[src/rtl/mm_bist_pkg.sv]
package mm_bist_pkg;
  typedef enum logic [1:0] {
    PH_IDLE = 2'd0,
    PH_PRND = 2'd1,
    PH_DET  = 2'd2,
    PH_DONE = 2'd3
  } phase_e;
endpackage

[src/rtl/mm_bist_lfsr.sv]
module mm_bist_lfsr #(
  parameter int unsigned        W    = 8,
  parameter logic [W-1:0]       TAPS = 8'hB8,
  parameter logic [W-1:0]       SEED = 8'h01
) (
  input  logic         clk_i,
  input  logic         rst_ni,
  input  logic         step_i,
  output logic [W-1:0] state_o
);
  logic [W-1:0] s_q;
  logic         fb;

  assign fb = ^(s_q & TAPS);

  always_ff @(posedge clk_i or negedge rst_ni) begin
    if (!rst_ni)     s_q <= SEED;
    else if (step_i) s_q <= {s_q[W-2:0], fb};
  end

  assign state_o = s_q;
endmodule

[src/rtl/mm_bist_decoder.sv]
module mm_bist_decoder #(
  parameter int unsigned W = 8
) (
  input  logic [W-1:0] x_i,
  output logic [W-1:0] y_o
);
  // matched columns: wires; y4 is the only unmatched column
  assign y_o[0] = x_i[0];
  assign y_o[1] = x_i[1];
  assign y_o[2] = ~x_i[2];
  assign y_o[3] = x_i[1];
  assign y_o[4] = ~x_i[0] | x_i[1];

  for (genvar i = 5; i < W; i++) begin : g_inv
    assign y_o[i] = ~x_i[i];
  end

  logic unused_x3_4;
  assign unused_x3_4 = ^x_i[4:3];
endmodule

[src/rtl/mm_bist_ctrl.sv]
module mm_bist_ctrl
  import mm_bist_pkg::*;
#(
  parameter int unsigned PR_LEN  = 16,
  parameter int unsigned DET_LEN = 16
) (
  input  logic clk_i,
  input  logic rst_ni,
  input  logic start_i,
  output logic run_o,
  output logic det_o,
  output logic done_o
);
  localparam int unsigned MAX_LEN = (PR_LEN > DET_LEN) ? PR_LEN : DET_LEN;
  localparam int unsigned CNT_W   = $clog2(MAX_LEN + 1);

  phase_e             ph_q;
  logic [CNT_W-1:0]   cnt_q;

  always_ff @(posedge clk_i or negedge rst_ni) begin
    if (!rst_ni) begin
      ph_q  <= PH_IDLE;
      cnt_q <= '0;
    end else begin
      unique case (ph_q)
        PH_IDLE: if (start_i) begin
          ph_q  <= PH_PRND;
          cnt_q <= '0;
        end
        PH_PRND: if (cnt_q == CNT_W'(PR_LEN - 1)) begin
          ph_q  <= PH_DET;
          cnt_q <= '0;
        end else begin
          cnt_q <= cnt_q + 1'b1;
        end
        PH_DET: if (cnt_q == CNT_W'(DET_LEN - 1)) begin
          ph_q  <= PH_DONE;
          cnt_q <= '0;
        end else begin
          cnt_q <= cnt_q + 1'b1;
        end
        default: ph_q <= PH_DONE;
      endcase
    end
  end

  assign run_o  = (ph_q == PH_PRND) || (ph_q == PH_DET);
  assign det_o  = (ph_q == PH_DET);
  assign done_o = (ph_q == PH_DONE);
endmodule

[src/rtl/mm_bist_gen.sv]
module mm_bist_gen #(
  parameter int unsigned  W       = 8,
  parameter logic [W-1:0] TAPS    = 8'hB8,
  parameter logic [W-1:0] SEED    = 8'h01,
  parameter int unsigned  PR_LEN  = 16,
  parameter int unsigned  DET_LEN = 16
) (
  input  logic         clk_i,
  input  logic         rst_ni,
  input  logic         start_i,
  output logic [W-1:0] vec_o,
  output logic         valid_o,
  output logic         done_o
);
  logic         run, det_sel;
  logic [W-1:0] lfsr_q, dec_y;

  mm_bist_ctrl #(.PR_LEN(PR_LEN), .DET_LEN(DET_LEN)) u_ctrl (
    .clk_i   (clk_i),
    .rst_ni  (rst_ni),
    .start_i (start_i),
    .run_o   (run),
    .det_o   (det_sel),
    .done_o  (done_o)
  );

  mm_bist_lfsr #(.W(W), .TAPS(TAPS), .SEED(SEED)) u_lfsr (
    .clk_i   (clk_i),
    .rst_ni  (rst_ni),
    .step_i  (run),
    .state_o (lfsr_q)
  );

  mm_bist_decoder #(.W(W)) u_dec (
    .x_i (lfsr_q),
    .y_o (dec_y)
  );

  // output switch
  always_comb begin
    if (!run)        vec_o = '0;
    else if (det_sel) vec_o = dec_y;
    else              vec_o = lfsr_q;
  end

  assign valid_o = run;
endmodule

[config.mk]
export PLATFORM = sky130hd
export DESIGN_NAME = mm_bist_gen
export DESIGN_NICKNAME = d
export VERILOG_FILES = /design/src/rtl/mm_bist_pkg.sv /design/src/rtl/mm_bist_lfsr.sv /design/src/rtl/mm_bist_decoder.sv /design/src/rtl/mm_bist_ctrl.sv /design/src/rtl/mm_bist_gen.sv
export SDC_FILE = /design/constraint.sdc
export NUM_CORES = 1
export LEC_CHECK = 0
export BUFFER_PORTS_ARGS = -buffer_cell sky130_fd_sc_hd__buf_4
export CAP_MARGIN = 5
export CORE_ASPECT_RATIO = 0.6
export CORE_MARGIN = 2
export CORE_UTILIZATION = 35
export CTS_BUF_LIST = sky130_fd_sc_hd__clkbuf_8
export CTS_CLUSTER_DIAMETER = 120
export DETAILED_ROUTE_END_ITERATION = 12
export SLEW_MARGIN = 10
export SYNTH_ARGS = -nofsm -noshare
export SYNTH_HDL_FRONTEND = slang
export SYNTH_HIERARCHICAL = 1
export SYNTH_SLANG_ARGS = --single-unit
export TNS_END_PERCENT = 50
[constraint.sdc]
create_clock -name clk_i -period 1.52 [get_ports clk_i]
set_input_delay 0.152 -clock clk_i [delete_from_list [all_inputs] [get_ports clk_i]]
set_output_delay 0.152 -clock clk_i [all_outputs]
set_load 0.005 [all_outputs]
* After elaboration in Yosys (flattened, before gate mapping)
Index checks and enable logic that the tools add are counted.
** Cells by class
- Equality and inequality tests :: 7
- Bitwise logic cells :: 6
- Reduce and logical (&&, ||, !) cells :: 7
- Multiplexer cells :: 9
- Add/subtract/negate cells :: 1
** Operators by type and width (number)
- $mux 8 :: 2
- $mux 5 :: 2
- $pmux 5 s2 :: 1
- $reduce_xor 8->1 :: 1
- $mux 2 :: 3
- $pmux 2 s3 :: 1
- $add 5x1->5 const B :: 1
- $eq 5x4->1 const B :: 1
- $not 1->1 :: 5
- $eq 2x2->1 const B :: 2
- $ne 2x1->1 const B :: 2
- $reduce_and 3->1 :: 1
- $eq 2x1->1 const B :: 1
- $logic_not 2->1 :: 1
- $ne 2x2->1 const B :: 1
- $reduce_and 2->1 :: 1
- $reduce_bool 2->1 :: 1
- $reduce_or 2->1 :: 1
- $logic_or 1x1->1 :: 1
- $or 1x1->1 :: 1
** Storage, ports and cells
- Register bits :: 15
- Logic and storage cells :: 33
- Bits of input ports :: 3

* Depth between registers and ports, before layout
Gate-level depths: netlist (run 1).
- Depth after elaboration :: 4
- Mapped depth :: 6
- Mapped depth without buffers :: 6

* Cells and area by module
Netlist (run 1), hierarchy kept.
** By module, submodules not included
- mm_bist_ctrl :: cells an instance 40, instances 1, area each 417.9 um^2
- mm_bist_lfsr :: cells an instance 21, instances 1, area each 320.3 um^2
- mm_bist_gen :: cells an instance 17, instances 1, area each 141.4 um^2
- mm_bist_decoder :: cells an instance 8, instances 1, area each 43.8 um^2

* Least setup slack after synthesis (run 1)
No wires, ideal clock.
- Kind :: register -> register
- Start :: register u_ctrl.ph_q[0]
- End :: register u_lfsr.s_q[1], in the netlist u_lfsr/state_o[1]
- Library setup time :: 125 ps
- Path buffers :: 1
- Cell stages (with the launch flop) :: 5
- Slack :: -44 ps
- Data arrival time :: 1440 ps
- Data required time :: 1395 ps
- Cells stage by stage :: dfrtp_1 inv_1 ha_1 buf_2 mux2_2
** Between the ends
- Word-level cells in the longest chain between the ends :: 2
** RTL lines
- start: declaration :: line mm_bist_ctrl.sv:17 : phase_e ph_q;
- start signal: assignment :: line mm_bist_ctrl.sv:22 : ph_q <= PH_IDLE;
- start signal: assignment :: line mm_bist_ctrl.sv:27 : ph_q <= PH_PRND;
- start signal: assignment :: line mm_bist_ctrl.sv:31 : ph_q <= PH_DET;
- $eq 2x1->1 or $eq 2x2->1 (tied branches) :: line mm_bist_ctrl.sv:47 : assign run_o = (ph_q == PH_PRND) || (ph_q == PH_DET);
- $logic_or 1x1->1 * :: line mm_bist_ctrl.sv:47
- via valid_o :: line mm_bist_gen.sv:12 : output logic valid_o,
- end signal: assignment :: line mm_bist_lfsr.sv:18 : else if (step_i) s_q <= {s_q[W-2:0], fb};
- end: declaration :: line mm_bist_lfsr.sv:11 : logic [W-1:0] s_q;
Mark *: on every way through the listed nets, which the timed path passes. The rest lies on a longest branch.
A chain may end at the register's enable or synchronous reset.

* Worst setup path in the final report (run 1)
- Start :: register u_ctrl.ph_q[0]
- End :: output port vec_o[1]
** Between the ends
- Word-level cells in the longest chain between the ends :: 3
** RTL lines
- $eq 2x2->1
- via det_sel :: line mm_bist_gen.sv:15 : logic run, det_sel;
- $logic_or 1x1->1 :: line mm_bist_ctrl.sv:47
- $mux 8 :: line mm_bist_gen.sv:41 : if (!run) vec_o = '0;
- end: declaration :: line mm_bist_gen.sv:11 : output logic [W-1:0] vec_o,
The timed path passes the listed nets, and every way through them passes these cells.

==> summary.md, run 1 <==
| Metric | Value |
|---|---|
| Max VDD drop | `about 0.00039 V` |
| Worst path slowest cell | `dfrtp_1` |
| Worst EP arrival | `between 1 and 1.5 ns` |
| DRC | `0` |
| GRT Total Usage | `0.124` |
| Worst slew pin tran | `approximately 0.24 ns` |
| Fmax | `0.620 GHz` |
| Final Hold Fails | `0` |
| I/O pin cnt | `13` |
| CTS Buf Count | `3` |
| Core Footprint | `about 2500 sq um` |
| Clock tree buffer depth | `2` |
| First-pass GRT wire length | `around 2.9 mm` |
| Endpoint class of the critical path | `primary output` |
| Final Cycle Share | `1.06` |
| Multi-input gate area | `approximately 550 sq um` |
| Fillers | `220` |
| Slew Viols, Final | `0` |
| GP Congestion | `slightly below 0.8` |
| Final setup margin | `-0.0924 ns` |
| Initial DRT Pass Iterations | `3` |
| Mapped Cells | `86` |
| Distinct cells, synth | `23` |
| Top delay family on crit path | `flip-flops` |
| Final-report setup violation count | `9` |
| Row Count | `14` |
| Ys flop type | `dfrtp_1` |
| Crit path time final | `approximately 1.6 ns` |
| Commonest non-fill, non-tap cell in the layout | `buf_4` |
| Final ANT Viol Nets | `0` |
| Status | `complete, but fails checks` |
| Reg power frac | `0.545` |
| Initial antenna violation count | `0` |
| Switching share of power | `0.203` |
| CTS clock-pin slew for the worst setup and hold paths | `around 0.060 ns` |
| TritonCTS clock tree | `built` |
| Gate power share | `0.021` |
| Nets | `between 100 and 150` |
| Worst Path Buf+Inv | `3` |
| Final HPWL DP | `1.24 mm` |
| Number of global-route vias before repair | `around 600` |
| Layout cell share with drive strength beyond 1 | `0.468` |
| Syn. warnings | `6` |
| Total area of sequential cells | `roughly 380 sq um` |
| # diodes | `0` |
| Vias | `669` |
| H-tree levels | `1` |
| Setup CP Type | `reg -> out` |
| Drt via density | `~4.7` |
| Final hold slack | `0.246 ns` |
| Sink Count | `15` |
| Max incr delay on CP | `roughly 0.39 ns` |
| Sequential share of the synthesized area | `0.408` |
| Area Growth Syn to Fin | `34.7%` |
| Critical-path maximum fanout | `5` |
| Ys async rst share | `1.00` |
| Final core occ | `0.497` |
| Worst min-delay path category | `in -> reg` |
| Setup TNS | `-0.524 ns` |
| Worst skew pair latency | `approximately 0.25 ns` |
| Largest net degree at the start of global routing | `16` |
| Internal power | `0.585 mW` |
| Leading cell types in the layout, fill and taps excluded | `buf_4, dfrtp_1, mux2_2` |
| Synthesized area | `923 sq um` |
| WP data required | `about 1.4 ns` |
| RSZ-0062 raised after global routing | `true` |
| Leak | `~0.53 nW` |
| Port bufs | `12` |
| Root buf cell | `clkbuf_8` |
| P per Cell Area | `slightly below 600 nW/um^2` |
| Synthesized net count | `95` |
| Startpoint class of the critical path | `flip-flop` |
| FF+latch count, synth | `15` |
| Starting DRT DRC Count | `between 40 and 50` |
| Total Die Area | `approximately 3100 sq um` |
| Failing checks | `setup timing` |
| DR WL/cell | `approximately 12 um` |
| Die Y | `43.8 um` |
| Grt ovf | `0` |
| Clock skew | `0.00321 ns` |
| Clock network power share | `0.434` |
| Max-cap violation count | `0` |
| Average size of a mapped cell | `approximately 11 sq um` |
| Crit path cell chain | `inv_2, ha_4, buf_6, mux2i_2, nor2b_2, buf_4` |
| Final WL | `1.73 mm` |
| Relative slew slack | `0.843` |
| Effective utilization at floorplan | `0.369` |
| P_sw | `around 0.15 mW` |
| EDFF count, synth | `0` |
| DIE WIDTH | `70.3 um` |
cell families after synthesis:
| family | count (synthesis) | synth area share |
|---|---|---|
| compound gates | 12 | 0.0800 |
| xor+xnor | 3 | 0.0285 |
| fa+ha+maj | 6 | 0.0813 |
| buf+inv | 11 | 0.0664 |
| flops | 15 | 0.408 |
| mux | 17 | 0.196 |
| simple gates | 22 | 0.140 |
power by group through the flow:
stage	registers (mW)	clock network [mW]	logic (mW)
6_report	0.399	0.318	0.0155
3_5_place_dp	0.407	0	0.0136
5_1_grt	0.399	0.352	0.0185
3_3_place_gp	0.407	0	0.0134
4_1_cts	0.399	0.328	0.0157
2_1_floorplan	0.407	0	0.000424
state kept, by name, indices dropped and copies added (netlist names):
name            flops
u_lfsr/state_o      8
u_ctrl/ph_q         2
u_ctrl/cnt_q        5
metrics by stage:
| stage | cells | setup slack (ns) | cell area [sq um] | power, mW |
|---|---|---|---|---|
| floorplan | 86 | 0.0439 | 928 | 0.407 |
| global placement | 131 | 0.0529 | 1060 | 0.420 |
| detailed placement | 131 | 0.0266 | 1060 | 0.420 |
| CTS | 140 | -0.0863 | 1190 | 0.743 |
| global route | 141 | -0.175 | 1240 | 0.769 |
| finish | 141 | -0.0924 | 1240 | 0.733 |
Yosys cell counts, types with 2 or more instances:
library cell | n | area share
a21oi_1 | 4 | 0.022
mux2_2 | 9 | 0.11
ha_1 | 6 | 0.081
buf_4 | 3 | 0.024
nand2_1 | 3 | 0.012
nand3_1 | 2 | 0.011
o21ai_0 | 4 | 0.022
inv_1 | 6 | 0.024
dfrtp_1 | 14 | 0.38
nor2b_1 | 9 | 0.061
a22o_1 | 2 | 0.019
nor2_1 | 3 | 0.012
xnor2_1 | 3 | 0.028
mux2i_1 | 8 | 0.087
nand2b_1 | 2 | 0.014
worst reg2reg max path: cells and delay by family, from the launching register on:
kind | cells | cell delay (ns)
adders and majority gates | 1 | 0.14
AOI/OAI and AO/OA | 1 | 0.18
buffers and inverters | 2 | 0.24
muxes | 1 | 0.26
DFF | 1 | 0.39
and+or+nand+nor | 2 | 0.24
area by class of cell:
class / count / area share
clock inverter: 1 / 0.00302
multi-input combinational: 60 / 0.443
tap: 32 / 0.0322
sequential: 15 / 0.303
inverter: 6 / 0.0181
timing repair buffer: 24 / 0.168
clock buffer: 3 / 0.0332
metal layers:
layer | track usage | up-vias | routed length (um)
met4 | 0.0115 | 0 | 0
met3 | 0.0558 | 0 | 68
met5 | 0 | - | 0
li1 | - | 340 | -
met1 | 0.186 | 319 | 926
met2 | 0.168 | 10 | 733
final timing paths:
path	from	to	cells after the start	slack, ns
setup / recovery	u_ctrl/ph_q[0]$_DFFE_PN0P_	vec_o[1]	6	-0.09
hold reg to reg	u_ctrl/cnt_q[4]$_DFFE_PN0P_	u_ctrl/cnt_q[4]$_DFFE_PN0P_	1	0.51
max in group asynchronous	rst_ni	u_lfsr/state_o[0]$_DFFE_PN1P_	2	0.99
min in group asynchronous	rst_ni	u_lfsr/state_o[1]$_DFFE_PN0P_	2	0.29
setup reg to reg	u_ctrl/ph_q[0]$_DFFE_PN0P_	u_ctrl/cnt_q[2]$_DFFE_PN0P_	7	-0.04
hold / removal	start_i	u_ctrl/ph_q[1]$_DFFE_PN0P_	3	0.25
what timing repair did:
item                                   CTS  global route
setup endpoints to repair                9            14
resized for setup                       13            11
pin swaps                                0             1
endpoints found under the hold margin   15             0
cloned                                   1             0
hold buffers                             1             0
setup buffers                            3             1
Note: power is estimated with default switching activity, not from simulation.
==> run 2: changes to the inputs <==
- ABC_AREA: default -> 1
==> run 2 against run 1 <==
The run still ends with setup timing left. Combinational power grew to 140 times the previous value. First-iteration DRC count shrank 15%. Clock skew is essentially flat. Sequential power grew 31%. Largest power group is now combinational logic.
==> summary.md, run 2 <==
| Metric | Value |
|---|---|
| Largest net degree at the start of global routing | `18 (was 16)` |
| Port bufs | `12 (unchanged)` |
| Mapped Cells | `151 (was 86)` |
| Failing checks | `setup timing (unchanged)` |
| Internal power | `1.77 mW (was 0.585 mW)` |
| Startpoint class of the critical path | `flip-flop (unchanged)` |
| CTS Buf Count | `3 (unchanged)` |
| Nets | `182 (was 119)` |
| Final Instance Area | `1350 sq um (was 1240 sq um)` |
| Commonest non-fill, non-tap cell in the layout | `nand2_1 (was buf_4)` |
| Vias | `913 (was 669)` |
| Setup CP Type | `reg -> out (unchanged)` |
| Sink Count | `15 (unchanged)` |
| Row Count | `15 (was 14)` |
| Multi-input gate area | `528 sq um (was 551 sq um)` |
| CTS clock-pin slew for the worst setup and hold paths | `0.06 ns (about the same)` |
| Ys flop type | `dfrtp_1 (unchanged)` |
| P_sw | `1.17 mW (was 0.149 mW)` |
| Syn. warnings | `6 (unchanged)` |
| Gate power share | `0.718 (was 0.021)` |
| EDFF count, synth | `0 (unchanged)` |
| Worst path slowest cell | `dfrtp_1 (unchanged)` |
| Effective utilization at floorplan | `0.366 (was 0.369)` |
| Fillers | `294 (was 220)` |
| Endpoint class of the critical path | `primary output (unchanged)` |
| Relative slew slack | `0.815 (was 0.843)` |
| Sequential share of the synthesized area | `0.358 (was 0.408)` |
| FF+latch count, synth | `15 (unchanged)` |
| Initial DRT Pass Iterations | `4 (was 3)` |
| Final Cycle Share | `1.02 (was 1.06)` |
| Status | `complete, but fails checks (unchanged)` |
| Most common cell in the netlist | `nand2_1 (was dfrtp_1)` |
| Slew Viols, Final | `0 (unchanged)` |
| Root buf cell | `clkbuf_8 (unchanged)` |
| # diodes | `0 (unchanged)` |
| Final Hold Fails | `0 (unchanged)` |
| Final-report setup violation count | `6 (was 9)` |
| Max FFs per register | `8 (unchanged)` |
| WP data required | `1.37 ns (about the same)` |
| DR WL/cell | `10.9 um (was 12.3 um)` |
| H-tree levels | `1 (unchanged)` |
| Setup WS pre-CTS | `-0.0187 ns (was 0.0266 ns)` |
| Synth top area share | `0.333 (was 0.379)` |
| GRT Total Usage | `0.136 (was 0.124)` |
| Ys async rst share | `1.00 (unchanged)` |
| Core Footprint | `2870 sq um (was 2500 sq um)` |
| Crit path time final | `1.55 ns (was 1.61 ns)` |
| Clock tree buffer depth | `2 (unchanged)` |
| Die Y | `46.4 um (was 43.8 um)` |
| Final hold slack | `0.305 ns (was 0.246 ns)` |
| Max VDD drop | `0.000870 V (was 0.000392 V)` |
| Leading cell types in the layout, fill and taps excluded | `nand2_1, inv_1, buf_4 (was buf_4, dfrtp_1, mux2_2)` |
| RSZ-0062 raised after global routing | `true (unchanged)` |
| Reg power frac | `0.178 (was 0.545)` |
| First-pass GRT wire length | `3.36 mm (was 2.87 mm)` |
| Final setup margin | `-0.0311 ns (was -0.0924 ns)` |
| Clock network power share | `0.104 (was 0.434)` |
| DRC | `0 (unchanged)` |
| Yosys top cell by area | `dfrtp_1 (unchanged)` |
| Drt via density | `4.27 (was 4.74)` |
| Final ANT Viol Nets | `0 (unchanged)` |
| Synthesized area | `1050 sq um (was 923 sq um)` |
| Dpl cell area | `1150 sq um (was 1060 sq um)` |
| Number of global-route vias before repair | `733 (was 593)` |
| P per Cell Area | `2180 nW/um^2 (was 589 nW/um^2)` |
| Total Power | `2.94 mW (was 0.733 mW)` |
| Worst EP arrival | `1.40 ns (was 1.46 ns)` |
| Final HPWL DP | `1.63 mm (was 1.24 mm)` |
| Total area of sequential cells | `377 sq um (unchanged)` |
| Largest cells by area after synthesis | `dfrtp_1, nand2_1, inv_1, ha_1, nor2_1 (was dfrtp_1, mux2_2, mux2i_1, ha_1, nor2b_1)` |
| Worst min-delay path category | `in -> async (was in -> reg)` |
| Clock skew | `0.00295 ns (was 0.00321 ns)` |
| Max incr delay on CP | `0.40 ns (was 0.39 ns)` |
| Layout cell share with drive strength beyond 1 | `0.273 (was 0.468)` |
| Top cells by count, synth | `nand2_1, inv_1, nor2_1 (was dfrtp_1, mux2_2, nor2b_1)` |
| GP Congestion | `0.827 (was 0.785)` |
| Initial antenna violation count | `0 (unchanged)` |
| Starting DRT DRC Count | `40 (was 47)` |
| TritonCTS clock tree | `built (unchanged)` |
| Switching share of power | `0.398 (was 0.203)` |
| Final core occ | `0.470 (was 0.497)` |
| Grt ovf | `0 (unchanged)` |
| Average size of a mapped cell | `6.96 sq um (was 10.7 sq um)` |
| Worst skew pair latency | `0.24 ns (was 0.25 ns)` |
| Distinct cells, synth | `20 (was 23)` |
| Total Die Area | `3470 sq um (was 3080 sq um)` |
| Max-cap violation count | `0 (unchanged)` |
| Crit path cell chain | `buf_6, ha_4, buf_6, nand2_1, nand2_1, nor2_1, buf_4 (was inv_2, ha_4, buf_6, mux2i_2, nor2b_2, buf_4)` |
| Area Growth Syn to Fin | `28.5% (was 34.7%)` |
| Fmax | `0.645 GHz (was 0.620 GHz)` |
| Synthesized net count | `160 (was 95)` |
| DIE WIDTH | `74.7 um (was 70.3 um)` |
| Critical-path maximum fanout | `6 (was 5)` |
| Worst slew pin tran | `0.278 ns (was 0.235 ns)` |
| Final WL | `2.33 mm (was 1.73 mm)` |
| Leak | `0.750 nW (was 0.528 nW)` |
| I/O pin cnt | `13 (unchanged)` |
run 2: cell types whose count changed after synthesis, moves of 3 or more:
cell	change
a21oi_1	-3
inv_1	+21
mux2_2	-9
mux2i_1	-8
nand2_1	+47
nand2_2	+6
nand3_1	+4
nor2_1	+15
nor2b_1	-9
o21ai_0	+4
run 2: critical path: cells and delay by family, from the launching register on:
kind                       cells  cell delay, ns
and+or+nand+nor                3            0.18
adders and majority gates      1            0.18
buffers and inverters          3            0.38
DFF                            1            0.40
run 2: path summary, 6_finish.rpt:
path                                              from                       endpoint  slack (ns)  cells past startpoint
max                         u_ctrl/ph_q[1]$_DFFE_PN0P_                       vec_o[2]       -0.03                      7
min in group clk_i                             start_i     u_ctrl/ph_q[1]$_DFFE_PN0P_        0.31                      5
min                                             rst_ni    u_ctrl/cnt_q[4]$_DFFE_PN0P_        0.30                      2
min reg2reg                u_ctrl/cnt_q[1]$_DFFE_PN0P_    u_ctrl/cnt_q[1]$_DFFE_PN0P_        0.52                      2
max in group asynchronous                       rst_ni  u_lfsr/state_o[0]$_DFFE_PN1P_        0.97                      2
max reg2reg                 u_ctrl/ph_q[1]$_DFFE_PN0P_    u_ctrl/cnt_q[1]$_DFFE_PN0P_        0.07                     10
run 2: what timing repair did:
action                     in CTS  in global routing
pin swaps                       1                  1
gates resized for setup         6                 13
hold buffers                    1                  0
cloned                          1                  0
buffers inserted                2                  5
hold endpoints to repair       15                  0
setup endpoints to repair      11                  9
run 2: metal layers:
metal	vias up	share of wire	track usage	routed length (um)
li1	483	-	-	-
met1	414	0.53	0.203	1240
met2	14	0.40	0.186	942
met3	2	0.063	0.0525	147
met4	0	0.0026	0.0214	6
met5	-	0	0	0
run 2: power by group through the flow:
stage	combinational, mW	sequential (mW)	clock (mW)
finish	2.11	0.523	0.306
global placement	1.44	0.524	0
detailed placement	1.49	0.529	0
floorplan	1.09	0.524	0
global route	2.31	0.529	0.346
CTS	1.87	0.519	0.322
run 2: area by class of cell:
class / count / share of cell area
tap: 42 / 0.0389
timing repair buffer: 24 / 0.177
sequential: 15 / 0.279
clock buffer: 3 / 0.0306
inverter: 29 / 0.0806
multi-input combinational: 100 / 0.391
clock inverter: 1 / 0.00278
run 2: per-stage QoR:
| step | TNS [ns] | cells |
|---|---|---|
| floorplan | 0 | 151 |
| detailed placement | -0.0520 | 201 |
| finish | -0.114 | 214 |
| global route | -0.736 | 214 |
| global placement | 0 | 201 |
| CTS | -0.00138 | 209 |
run 2: cell families (layout without fill, tap and decap cells):
group,count (synthesis),count (layout),share of synthesized area
adder cells (fa/ha/maj),6,6,0.0714
flip-flops,15,15,0.358
AO/OA/AOI/OAI,10,10,0.0512
XOR/XNOR,2,2,0.0167
buffers and inverters,36,57,0.177
AND/OR/NAND/NOR,82,82,0.325
